File: config.mk
export PLATFORM = sky130hd
export DESIGN_NAME = grayscale_scheduler
export DESIGN_NICKNAME = d
export VERILOG_FILES = /design/src/rtl/gs_sched_pkg.sv /design/src/rtl/gs_slot_timer.sv /design/src/rtl/gs_plane_seq.sv /design/src/rtl/gs_window.sv /design/src/rtl/grayscale_scheduler.sv
export SDC_FILE = /design/constraint.sdc
export NUM_CORES = 1
export LEC_CHECK = 0
export BUFFER_PORTS_ARGS = -buffer_cell sky130_fd_sc_hd__buf_4
export CORE_UTILIZATION = 50
export DETAILED_ROUTE_END_ITERATION = 12
export GPL_TIMING_DRIVEN = 1
export PLACE_DENSITY = 0.73
export REMOVE_ABC_BUFFERS = 1
export SYNTH_ARGS = -nofsm -noshare
export SYNTH_HDL_FRONTEND = slang
export SYNTH_SLANG_ARGS = --single-unit
File: constraint.sdc
create_clock -name clk -period 3.93 [get_ports clk]
set_clock_uncertainty 0.2 [all_clocks]
set_input_delay 0.1965 -clock clk [delete_from_list [all_inputs] [get_ports clk]]
set_output_delay 0.1965 -clock clk [all_outputs]
set_load 0.01 [all_outputs]
File: src/rtl/gs_sched_pkg.sv
package gs_sched_pkg;

    // Sub-slots lit for bit plane p: weight doubles per bit, LSB lit for one sub-slot.
    function automatic int unsigned gs_lit_ticks(input int unsigned plane);
        return 32'd1 << plane;
    endfunction

    // Sub-slots in a plane interval: whole line periods, at least one line.
    function automatic int unsigned gs_slot_ticks(input int unsigned plane,
                                                  input int unsigned subs);
        int unsigned lit;
        lit = gs_lit_ticks(plane);
        return (lit < subs) ? subs : lit;
    endfunction

    function automatic int unsigned gs_max_slot(input int unsigned planes,
                                                input int unsigned subs);
        return gs_slot_ticks(planes - 1, subs);
    endfunction

endpackage

File: src/rtl/gs_slot_timer.sv
module gs_slot_timer
    import gs_sched_pkg::*;
#(
    parameter int PLANES = 8,
    parameter int SUBS   = 16,
    parameter int PW     = 3,
    parameter int SW     = 8
) (
    input  logic          clk,
    input  logic          rst,
    input  logic          tick,
    input  logic          hold,
    input  logic [PW-1:0] plane_q_i,
    output logic [SW-1:0] sub_q_o,
    output logic [SW-1:0] sub_d_o,
    output logic          wrap_o
);

    typedef struct packed {
        logic [SW-1:0] sub;
    } timer_t;

    timer_t        st_d, st_q;
    logic [SW-1:0] last_tab [PLANES];
    logic          at_last;

    for (genvar g = 0; g < PLANES; g++) begin : g_last
        assign last_tab[g] = SW'(gs_slot_ticks(g, SUBS) - 1);
    end

    always_comb begin
        st_d    = st_q;
        at_last = (st_q.sub == last_tab[plane_q_i]);
        wrap_o  = tick && !hold && at_last;
        if (rst) begin
            st_d.sub = '0;
        end else if (tick && !hold) begin
            st_d.sub = at_last ? '0 : st_q.sub + 1'b1;
        end
    end

    always_ff @(posedge clk) begin
        st_q <= st_d;
    end

    assign sub_q_o = st_q.sub;
    assign sub_d_o = st_d.sub;

    assert_sub_in_slot_R4: assert property (@(posedge clk) disable iff (rst)
        st_q.sub <= last_tab[plane_q_i]);

    assert_wrap_restart_R4: assert property (@(posedge clk) disable iff (rst)
        wrap_o |=> (st_q.sub == '0));

endmodule

File: src/rtl/gs_plane_seq.sv
module gs_plane_seq #(
    parameter int PLANES = 8,
    parameter int PW     = 3
) (
    input  logic          clk,
    input  logic          rst,
    input  logic          wrap,
    output logic [PW-1:0] plane_q_o,
    output logic [PW-1:0] plane_d_o,
    output logic          load_q_o,
    output logic          load_d_o,
    output logic          frame_q_o,
    output logic          hold_o
);

    localparam logic [PW-1:0] TOP_PLANE = PW'(PLANES - 1);

    typedef struct packed {
        logic [PW-1:0] plane;
        logic          load;
        logic          frame;
        logic          pend;
    } seq_t;

    seq_t st_d, st_q;

    always_comb begin
        st_d       = st_q;
        st_d.load  = 1'b0;
        st_d.frame = 1'b0;
        if (rst) begin
            st_d.plane = TOP_PLANE;
            st_d.pend  = 1'b1;
        end else if (st_q.pend) begin
            st_d.pend  = 1'b0;
            st_d.load  = 1'b1;
            st_d.frame = 1'b1;
        end else if (wrap) begin
            st_d.load = 1'b1;
            if (st_q.plane == '0) begin
                st_d.plane = TOP_PLANE;
                st_d.frame = 1'b1;
            end else begin
                st_d.plane = st_q.plane - 1'b1;
            end
        end
    end

    always_ff @(posedge clk) begin
        st_q <= st_d;
    end

    assign plane_q_o = st_q.plane;
    assign plane_d_o = st_d.plane;
    assign load_q_o  = st_q.load;
    assign load_d_o  = st_d.load;
    assign frame_q_o = st_q.frame;
    assign hold_o    = st_q.pend;

    assert_load_single_R7: assert property (@(posedge clk) disable iff (rst)
        st_q.load |=> !st_q.load);

    assert_frame_on_top_R8: assert property (@(posedge clk) disable iff (rst)
        st_q.frame |-> (st_q.load && st_q.plane == TOP_PLANE));

    assert_plane_step_R3: assert property (@(posedge clk) disable iff (rst)
        (st_q.load && !st_q.frame) |-> (st_q.plane == $past(st_q.plane) - 1'b1));

    assert_plane_hold_R3: assert property (@(posedge clk) disable iff (rst)
        !$stable(st_q.plane) |-> st_q.load);

endmodule

File: src/rtl/gs_window.sv
module gs_window
    import gs_sched_pkg::*;
#(
    parameter int PLANES = 8,
    parameter int PW     = 3,
    parameter int SW     = 8
) (
    input  logic          clk,
    input  logic          rst,
    input  logic          hold,
    input  logic          load_d_i,
    input  logic          load_q_i,
    input  logic [PW-1:0] plane_d_i,
    input  logic [PW-1:0] plane_q_i,
    input  logic [SW-1:0] sub_d_i,
    input  logic [SW-1:0] sub_q_i,
    output logic          en_q_o
);

    typedef struct packed {
        logic en;
    } win_t;

    win_t          st_d, st_q;
    logic [SW-1:0] lit_tab [PLANES];

    for (genvar g = 0; g < PLANES; g++) begin : g_lit
        assign lit_tab[g] = SW'(gs_lit_ticks(g));
    end

    always_comb begin
        st_d.en = !rst && !load_d_i && (sub_d_i < lit_tab[plane_d_i]);
    end

    always_ff @(posedge clk) begin
        st_q <= st_d;
    end

    assign en_q_o = st_q.en;

    assert_lit_bounds_R5: assert property (@(posedge clk) disable iff (rst)
        st_q.en |-> (sub_q_i < lit_tab[plane_q_i]));

    assert_lit_fill_R6: assert property (@(posedge clk) disable iff (rst)
        (!hold && !load_q_i && sub_q_i < lit_tab[plane_q_i]) |-> st_q.en);

endmodule

File: src/rtl/grayscale_scheduler.sv
module grayscale_scheduler
    import gs_sched_pkg::*;
#(
    parameter int PLANES        = 8,
    parameter int SUBS_PER_LINE = 16
) (
    input  logic                      clk,
    input  logic                      rst,
    input  logic                      tick,
    output logic [$clog2(PLANES)-1:0] plane_idx,
    output logic                      plane_load,
    output logic                      disp_en,
    output logic                      frame_start
);

    localparam int PW = $clog2(PLANES);
    localparam int SW = $clog2(gs_max_slot(PLANES, SUBS_PER_LINE) + 1);

    logic [PW-1:0] plane_q, plane_d;
    logic [SW-1:0] sub_q, sub_d;
    logic          load_q, load_d, frame_q, hold, wrap, en_q;

    gs_slot_timer #(.PLANES(PLANES), .SUBS(SUBS_PER_LINE), .PW(PW), .SW(SW)) timer_i (
        .clk(clk), .rst(rst), .tick(tick), .hold(hold), .plane_q_i(plane_q),
        .sub_q_o(sub_q), .sub_d_o(sub_d), .wrap_o(wrap)
    );

    gs_plane_seq #(.PLANES(PLANES), .PW(PW)) seq_i (
        .clk(clk), .rst(rst), .wrap(wrap),
        .plane_q_o(plane_q), .plane_d_o(plane_d), .load_q_o(load_q), .load_d_o(load_d),
        .frame_q_o(frame_q), .hold_o(hold)
    );

    gs_window #(.PLANES(PLANES), .PW(PW), .SW(SW)) win_i (
        .clk(clk), .rst(rst), .hold(hold), .load_d_i(load_d), .load_q_i(load_q),
        .plane_d_i(plane_d), .plane_q_i(plane_q), .sub_d_i(sub_d), .sub_q_i(sub_q),
        .en_q_o(en_q)
    );

    assign plane_idx   = plane_q;
    assign plane_load  = load_q;
    assign disp_en     = en_q;
    assign frame_start = frame_q;

    assert_reset_state_R1: assert property (@(posedge clk)
        rst |=> (plane_idx == PW'(PLANES - 1) && !disp_en && !plane_load && !frame_start));

    assert_start_after_reset_R2: assert property (@(posedge clk)
        $fell(rst) |=> (plane_load && frame_start));

    assert_blank_on_load_R7: assert property (@(posedge clk) disable iff (rst)
        plane_load |-> !disp_en);

endmodule

# After elaboration in Yosys (flattened, before gate mapping)
# Memories as Yosys holds them, arrays and structs flattened.
# Index checks and enable logic that the tools add are counted.
[totals]
rom_bits = 128
word_cells = 39
reg_bits = 15
in_bits = 3
n_memories = 2
out_inout_bits = 6
[op_classes]
n_eq_ne = 1
addsub = 2
n_mux = 15
n_bitwise = 2
magnitude_cmp = 3
reduce_logical = 8
[mem_list]
columns = ["name", "words", "word_bits", "read_ports", "rd_clocked_by_memory_dff", "wr", "line_no", "source"]
rows = [
  ["(no name shown)", 8, 8, 1, 0, 0, "gs_window.sv:32", "st_d.en = !rst && !load_d_i && (sub_d_i < lit_tab[plane_d_i]);"],
  ["(no name shown)", 8, 8, 1, 0, 0, "gs_slot_timer.sv:33", "at_last = (st_q.sub == last_tab[plane_q_i]);"],
]
[ops]
columns = ["cell", "count"]
rows = [
  ["8-bit 2-to-1 mux", 7],
  ["3-bit 2-to-1 mux", 3],
  ["8-bit by 1-bit adder with 8-bit output (second input constant)", 1],
  ["8-bit == test", 1],
  ["4-bit >= comparator (second input constant)", 2],
  ["8-bit less-than comparator", 1],
  ["3-bit NOT with 4-bit output", 2],
  ["5-bit 2-to-1 mux", 1],
  ["1-bit logical AND", 4],
  ["2-bit 2-to-1 mux", 2],
  ["1-bit zero test", 3],
  ["3-bit zero test", 1],
  ["3-bit by 1-bit subtractor with 3-bit output (second input constant)", 1],
  ["1-bit 2-to-1 mux", 2],
]

# Depth between registers and ports, before layout
# Gate-level depths: netlist of the first run.
[depth]
depth_word = 15
depth_mapped = 16
depth_no_buf = 14

# By module
# A second synthesis of the first run with hierarchy kept.
[hier_totals]
hier_cells = 103
hier_area_um2 = 940.9
[modules_own_cells]
columns = ["module", "seq_area_each_um2", "area_each_um2", "cells_per_inst", "n_inst"]
rows = [
  ["gs_slot_timer", 160.2, 464.2, 49, 1],
  ["gs_plane_seq", 120.1, 240.2, 26, 1],
  ["gs_window", 20.0, 236.5, 28, 1],
]

# Worst setup path after synthesis of the first run
# OpenSTA, ideal clock, no wires.
[synth_timing]
path_kind = "reg-to-reg"
start = "register seq_i.st_q, in the netlist seq_i.plane_q_o[0]"
end = "register win_i.st_q (netlist: win_i.en_q_o)"
setup_slack_ns = 0.737
setup_ns = 0.115
synth_period_minus_slack_ns = 3.193
arrival_ns = 2.878
required_ns = 3.615
path_stages_with_launch = 17
path_buffers = 2
cell_sequence = "dfxtp_1 > clkbuf_1 > inv_1 > ha_1 > inv_1 > ha_1 > xor2_1 > nor2_1 > o311a_4 > or2_1 > buf_6 > o31a_1 > ha_1 > o2111ai_1 > a31o_2 > a21oi_1 > nor3_1"
[synth_between]
elab_chain_len = 15
word_cells_on_any_way = 25
classes_between = "add/sub: 1; order compare: 1; eq/ne: 1; mux: 13; bitwise: 2; reduce/logical: 5; memory: 2"
[synth_rtl]
columns = ["element", "line_no", "source"]
rows = [
  ["from (decl)", "gs_plane_seq.sv:25", "seq_t st_d, st_q;"],
  ["from (signal assigned)", "gs_plane_seq.sv:50", "st_q <= st_d;"],
  ["3-bit NOT with 4-bit output (implied by the code)", "gs_slot_timer.sv:33", ""],
  ["memory 8 x 8 bit", "-", ""],
  ["8-bit 2-to-1 mux (implied by the code) (2 in series)", "gs_slot_timer.sv:33", ""],
  ["8-bit == test", "gs_slot_timer.sv:33", ""],
  ["1-bit logical AND", "gs_slot_timer.sv:34", "wrap_o = tick && !hold && at_last;"],
  ["5-bit 2-to-1 mux", "gs_plane_seq.sv:38", "end else if (wrap) begin"],
  ["3-bit 2-to-1 mux", "gs_plane_seq.sv:34", "end else if (st_q.pend) begin"],
  ["3-bit 2-to-1 mux", "gs_plane_seq.sv:31", "if (rst) begin"],
  ["3-bit NOT with 4-bit output (implied by the code)", "gs_window.sv:32", ""],
  ["memory 8 x 8 bit", "-", ""],
  ["8-bit 2-to-1 mux (implied by the code) (2 in series)", "gs_window.sv:32", ""],
  ["8-bit less-than comparator", "gs_window.sv:32", ""],
  ["1-bit logical AND (*)", "gs_window.sv:32", ""],
  ["net win_i.st_d", "gs_window.sv:24", "win_t st_d, st_q;"],
  ["to (signal assigned)", "gs_window.sv:36", "st_q <= st_d;"],
  ["to (decl)", "gs_window.sv:24", ""],
]
# Mark *: on every way through the listed nets, which the timed path passes. The rest lies on a longest branch. The select of a mux whose other input is x is not followed.
# A chain may end at the register's enable or synchronous reset.

# Worst setup path after layout of the first run
# Same ends and word-level chain as after synthesis.

==> results.py, run 1 <==
metrics = {
    "global_route": {
        "antenna_found_initial": 0,
        "grt_pass1_vias": 696,
        "grtUsageTotal_pct": 19.2,
        "overflow": 0,
        "grt_max_degree": 22,
        "grt_pass1_wl_mm": 3.02,
    },
    "sta": {
        "max_slew_margin_pct": 71.4,
        "drv_slew": 0,
        "hold_violations": 0,
        "fin_crit_sh_pct": 87.2,
        "fmax_mhz": 292,
        "tightest_slew_ns": 0.428,
        "rsz0062_at_grt": "false",
        "fin_tns_setup_ns": 0,
        "setup_viol": 0,
        "fin_crit_ns": 3.43,
    },
    "cts": {
        "ctsResizeCount": 0,
        "numCtsBuffers": 3,
        "root_buffer": "clkbuf_4",
        "cts.sinks": 15,
        "clock_latency_ns": 0.28,
        "clockBufferDepth": 2,
        "cts_tree": "done",
        "ctsHoldBuffers": 1,
        "h-tree-depth": 1,
        "cts_setup_buffers": 0,
        "cts.clk_slew.worst_paths_ns": 0.09,
    },
    "critical_path": {
        "cpPeakStageDelay_ns": 0.59,
        "reg2regPathDepth": 14,
        "crit_top_cell": "ha_1",
        "r2r-start": "seq_i.plane_q_o[0]",
        "cp_cell_sequence": "inv_1, ha_1, inv_1, ha_1, xor2_1, nor2_1, o311a_4, or2_1, o31a_1, ha_1, o2111ai_1, a31o_2, a21oi_1, nor3_1",
        "slowest_stage": "dfxtp_1",
        "end_kind": "register",
        "r2r_slack_ns": 0.50,
        "cp_max_fo": 21,
        "critPathKind": "register to register",
        "cp-start-kind": "register",
        "crit_family": "compound AO/OA/AOI/OAI gates",
        "reg2reg_to": "win_i.en_q_o",
        "critPathArrivalTime_ns": 3.39,
        "crit_buf_inv": 2,
        "worstPathRequired_ns": 3.89,
    },
    "floorplan": {
        "ios": 9,
        "die_w_um": 47.2,
        "core_um2": 1940,
        "dieArea_um2": 2230,
        "num_rows": 16,
        "initial_core_util_pct": 52.7,
        "die_h_um": 47.2,
    },
    "logic_synthesis": {
        "synth_cell_types": 33,
        "ys.flop_type": "dfxtp_1",
        "synth_edf_count": 0,
        "ys_ff_latch": 15,
        "ys.warnings.count": 0,
        "ys_async_sr_fraction_pct": 0,
        "yosysSeqAreaShare_pct": 29.3,
        "syn_inst": 124,
        "syn_area_um2": 1020,
        "postSynthAreaPerCell_um2": 8.25,
    },
    "route": {
        "firstDrtPassIters": 4,
        "drt-wirelength-per-cell_um": 12.0,
        "antenna_left": 0,
        "vias_per_cell": 5.48,
        "drt_iter0_markers": 24,
        "num_vias": 861,
        "drcViolationCount": 0,
        "wirelength_mm": 1.89,
    },
    "place": {
        "hpwl_mm": 1.47,
        "place_congestion": 0.862,
        "dp.cells": 152,
        "placed_cell_area_um2": 1070,
        "port_buffers": 8,
    },
    "final_layout": {
        "final_cell_mix": "nor2_1, dfxtp_1, ha_1",
        "fin_area_um2": 1110,
        "final_cells": 157,
        "area_growth_pct": 8.19,
        "layout_commonest_cell": "nor2_1",
        "fill_cells": 180,
        "antenna_cells": 0,
        "fin_nets": 146,
        "drive_above_1_share_pct": 10.0,
    },
    "power": {
        "ir_worst_vdd_v": 0.000165,
        "p_per_area_nw_per_um2": 238,
        "p_leak_uw": 0.000500,
    },
    "hold_path": {
        "hold_path.class": "primary input to register",
        "worstHoldEndpoint": "timer_i.sub_q_o[0]",
        "hold_path_depth": 4,
        "hp-start": "tick",
    },
    "job": {
        "drv_cap": 0,
    },
    "status": {
        "status": "completed",
    },
}
[worst register-to-register path, delay by kind of cell (launching register included)]
family / cells / cell delay [ns]
xor gates and xnor gates: 1 / 0.13
AOI/OAI and AO/OA: 5 / 0.97
and+or+nand+nor: 3 / 0.45
buffers and inverters: 2 / 0.26
DFF: 1 / 0.59
adders and majority gates: 3 / 0.70
[kinds of logic after synthesis]
family | after synthesis | synth area share [%]
AND/OR/NAND/NOR | 53 | 25.1
AO/OA/AOI/OAI | 20 | 14.5
flip-flops | 15 | 29.3
buffers and inverters | 13 | 6.72
adder cells (fa/ha/maj) | 12 | 14.7
XOR/XNOR | 9 | 7.70
multiplexers | 2 | 1.96
[cell usage after synthesis, types with 2 or more instances]
cell	instances	area, um2
nor2_1	16	60.1
dfxtp_1	15	300
ha_1	12	150
nor3_1	10	50.1
nand2_1	9	33.8
inv_1	6	22.5
xor2_1	6	52.6
nand3_1	5	25.0
and3_1	4	25.0
o21ai_0	4	20.0
a21oi_1	3	15.0
a31oi_1	3	18.8
clkbuf_1	3	11.3
xnor2_1	3	26.3
a21o_1	2	15.0
and4_1	2	17.5
buf_6	2	22.5
mux2i_1	2	20.0
nand2b_1	2	12.5
nor4_1	2	12.5
[registers in the layout, indices dropped and copies added (netlist names)]
signal / cells
seq_i.frame_q_o: 1
seq_i.hold_o: 1
seq_i.load_q_o: 1
seq_i.plane_q_o: 3
timer_i.sub_q_o: 8
win_i.en_q_o: 1
[per-stage QoR]
stage	utilization [%]	total power (uW)	hold slack [ns]	setup WS [ns]
finish	57.0	264	0.291	0.504
detailed placement	55.2	178	0.222	0.591
global placement	55.2	178	0.230	0.613
CTS	57.0	264	0.294	0.537
floorplan	-	170	0.0242	0.803
global route	57.0	277	0.321	0.179
[metal layers]
metal	vias to the layer above	GRT usage (%)	wire, um
met5	-	0	0
met4	0	8.57	22
met3	4	3.46	72
met2	24	28.8	858
met1	381	26.6	936
li1	452	-	-
[area by class of cell]
type / count / area, um2 / share of cell area (%)
multi-input combinational: 96 / 654 / 59.1
sequential: 15 / 300 / 27.1
timing repair buffer: 9 / 70.1 / 6.33
tap: 27 / 33.8 / 3.05
clock buffer: 4 / 26.3 / 2.37
inverter: 6 / 22.5 / 2.03
[worst max-delay path by stage]
stage,startpoint,endpoint,cells after the start
after global placement,seq_i.plane_q_o[0],win_i.en_q_o,14
after global routing,seq_i.plane_q_o[0],win_i.en_q_o,14
after CTS,seq_i.plane_q_o[0],win_i.en_q_o,14
after detailed placement,seq_i.plane_q_o[0],win_i.en_q_o,14
after floorplan,seq_i.plane_q_o[0],win_i.en_q_o,14
final,seq_i.plane_q_o[0],win_i.en_q_o,14
[power breakdown]
| group | switching, uW | leakage (uW) | internal [uW] |
|---|---|---|---|
| sequential | 2.36 | 0.000122 | 155 |
| clock | 49.0 | 0.0000150 | 39.3 |
| combinational | 9.44 | 0.000363 | 8.42 |
| total | 60.8 | 0.000500 | 203 |
No activity file was read; power rests on OpenSTA's default activity.
==> run 2: changes to the inputs <==
- RECOVER_POWER: unset -> 25
==> results.py, run 2 (synthesis results as in run 1) <==
metrics = {
    "place": {
        "hpwl_mm": 1.47,
        "dp.cells": 152,
        "port_buffers": 8,
        "place_congestion": 0.862,
    },
    "sta": {
        "hold_violations": 0,
        "fmax_mhz": 292,
        "fin_tns_setup_ns": 0,
        "drv_slew": 0,
        "setup_viol": 0,
        "fin_crit_ns": 3.42,
        "rsz0062_at_grt": "false",
        "tightest_slew_ns": 0.563,
        "max_slew_margin_pct": 62.5,
        "fin_crit_sh_pct": 87.0,
    },
    "cts": {
        "clockBufferDepth": 2,
        "clock_latency_ns": 0.28,
        "numCtsBuffers": 3,
        "cts.clk_slew.worst_paths_ns": 0.09,
        "h-tree-depth": 1,
        "cts.sinks": 15,
        "cts_tree": "done",
        "root_buffer": "clkbuf_4",
    },
    "final_layout": {
        "final_util_pct": 56.1,
        "layout_commonest_cell": "nor2_1",
        "final_cell_mix": "nor2_1, dfxtp_1, ha_1",
        "final_cells": 157,
        "fin_nets": 146,
        "fill_cells": 187,
        "largest_reg_flops": 8,
        "drive_above_1_share_pct": 6.15,
        "area_growth_pct": 6.36,
        "antenna_cells": 0,
    },
    "global_route": {
        "grtUsageTotal_pct": 19.2,
        "grt.busiest_layer": "met2",
        "met3_usage_pct": 3.46,
        "grt_pass1_wl_mm": 3.02,
        "grt_pass1_vias": 696,
        "use_met1_pct": 26.6,
        "grt_max_degree": 22,
        "overflow": 0,
        "grt_use_met2_pct": 28.8,
        "antenna_found_initial": 0,
    },
    "power": {
        "intPower_uw": 201,
        "p_per_area_nw_per_um2": 240,
        "clockPowerShare_pct": 33.4,
        "p_leak_uw": 0.000482,
        "ir_worst_vdd_v": 0.000164,
        "switchingPower_uw": 59.4,
        "switching_share_pct": 22.8,
        "pwr-share-comb_pct": 6.2,
        "seq_power_share_pct": 60.5,
    },
    "floorplan": {
        "num_rows": 16,
        "die_w_um": 47.2,
        "die_h_um": 47.2,
        "dieArea_um2": 2230,
        "ios": 9,
        "initial_core_util_pct": 52.7,
        "core_um2": 1940,
    },
    "critical_path": {
        "cp_max_fo": 21,
        "worstPathRequired_ns": 3.89,
        "critPathArrivalTime_ns": 3.38,
        "reg2reg_to": "win_i.en_q_o",
        "end_kind": "register",
        "r2r_slack_ns": 0.51,
        "critPathKind": "register to register",
        "r2r-start": "seq_i.plane_q_o[0]",
        "reg2regPathDepth": 14,
        "cp-start-kind": "register",
    },
    "route": {
        "vias_per_cell": 5.48,
        "drcViolationCount": 0,
        "antenna_left": 0,
        "drt-wirelength-per-cell_um": 12.1,
        "drt_iter0_markers": 24,
        "wirelength_mm": 1.89,
        "num_vias": 860,
        "firstDrtPassIters": 4,
    },
    "hold_path": {
        "hp-start": "tick",
        "hold_path_depth": 4,
        "worstHoldEndpoint": "timer_i.sub_q_o[0]",
        "hold_path.class": "primary input to register",
    },
    "job": {
        "drv_cap": 0,
    },
    "status": {
        "status": "completed",
    },
}
## run 2: critical path, cell delays in order, from the launching register on
cell and delay (ns):
dfxtp_1 0.59, inv_1 0.21, ha_1 0.25, inv_1 0.05, ha_1 0.15, xor2_1 0.13
nor2_1 0.06, o311a_4 0.19, or2_1 0.34, o31a_1 0.31, ha_1 0.30, o2111ai_1 0.11
a31o_2 0.23, a21oi_1 0.13, nor3_1 0.05
## run 2: area by class of cell
cell class / instances / area, um2 / area share (%)
Multi-Input combinational cell: 96 / 654 / 60.1
Sequential cell: 15 / 300 / 27.6
Timing Repair Buffer: 9 / 51.3 / 4.71
Tap cell: 27 / 33.8 / 3.10
Clock buffer: 4 / 26.3 / 2.41
Inverter: 6 / 22.5 / 2.07
## run 2: how the worst max path moves through the flow
| stage | start | end | slack, ns | depth (start not counted) |
|---|---|---|---|---|
| finish | seq_i.plane_q_o[0] | win_i.en_q_o | 0.51 | 14 |
| detailed placement | seq_i.plane_q_o[0] | win_i.en_q_o | 0.59 | 14 |
| global placement | seq_i.plane_q_o[0] | win_i.en_q_o | 0.61 | 14 |
| floorplan | seq_i.plane_q_o[0] | win_i.en_q_o | 0.80 | 14 |
| global route | seq_i.plane_q_o[0] | win_i.en_q_o | 0.18 | 14 |
| CTS | seq_i.plane_q_o[0] | win_i.en_q_o | 0.54 | 14 |
## run 2: per-stage QoR
stage | hold WS (ns) | cell area [um2] | setup slack [ns] | total power (uW)
CTS | 0.294 | 1110 | 0.537 | 264
finish | 0.295 | 1090 | 0.511 | 261
global route | 0.321 | 1090 | 0.179 | 275
detailed placement | 0.222 | 1070 | 0.591 | 178
floorplan | 0.0242 | 977 | 0.803 | 170
global placement | 0.230 | 1070 | 0.613 | 178
## run 2: repair_timing
action,4_1_cts,5_1_grt
gates resized for setup,0,0
setup buffers,0,0
hold endpoints to repair,3,0
hold buffers,1,0
## run 2: metal layers
layer | vias up | routed length, um
li1 | 453 | -
met1 | 377 | 917
met2 | 26 | 870
met3 | 4 | 83
met4 | 0 | 22
met5 | - | 0
## run 2: power by group through the flow
stage / logic [uW] / clock network [uW] / registers (uW)
final: 16.1 / 87.0 / 158
after global routing: 18.7 / 98.0 / 158
after CTS: 18.0 / 88.1 / 158
after detailed placement: 17.1 / 0 / 161
after global placement: 17.1 / 0 / 161
after floorplan: 8.79 / 0 / 162
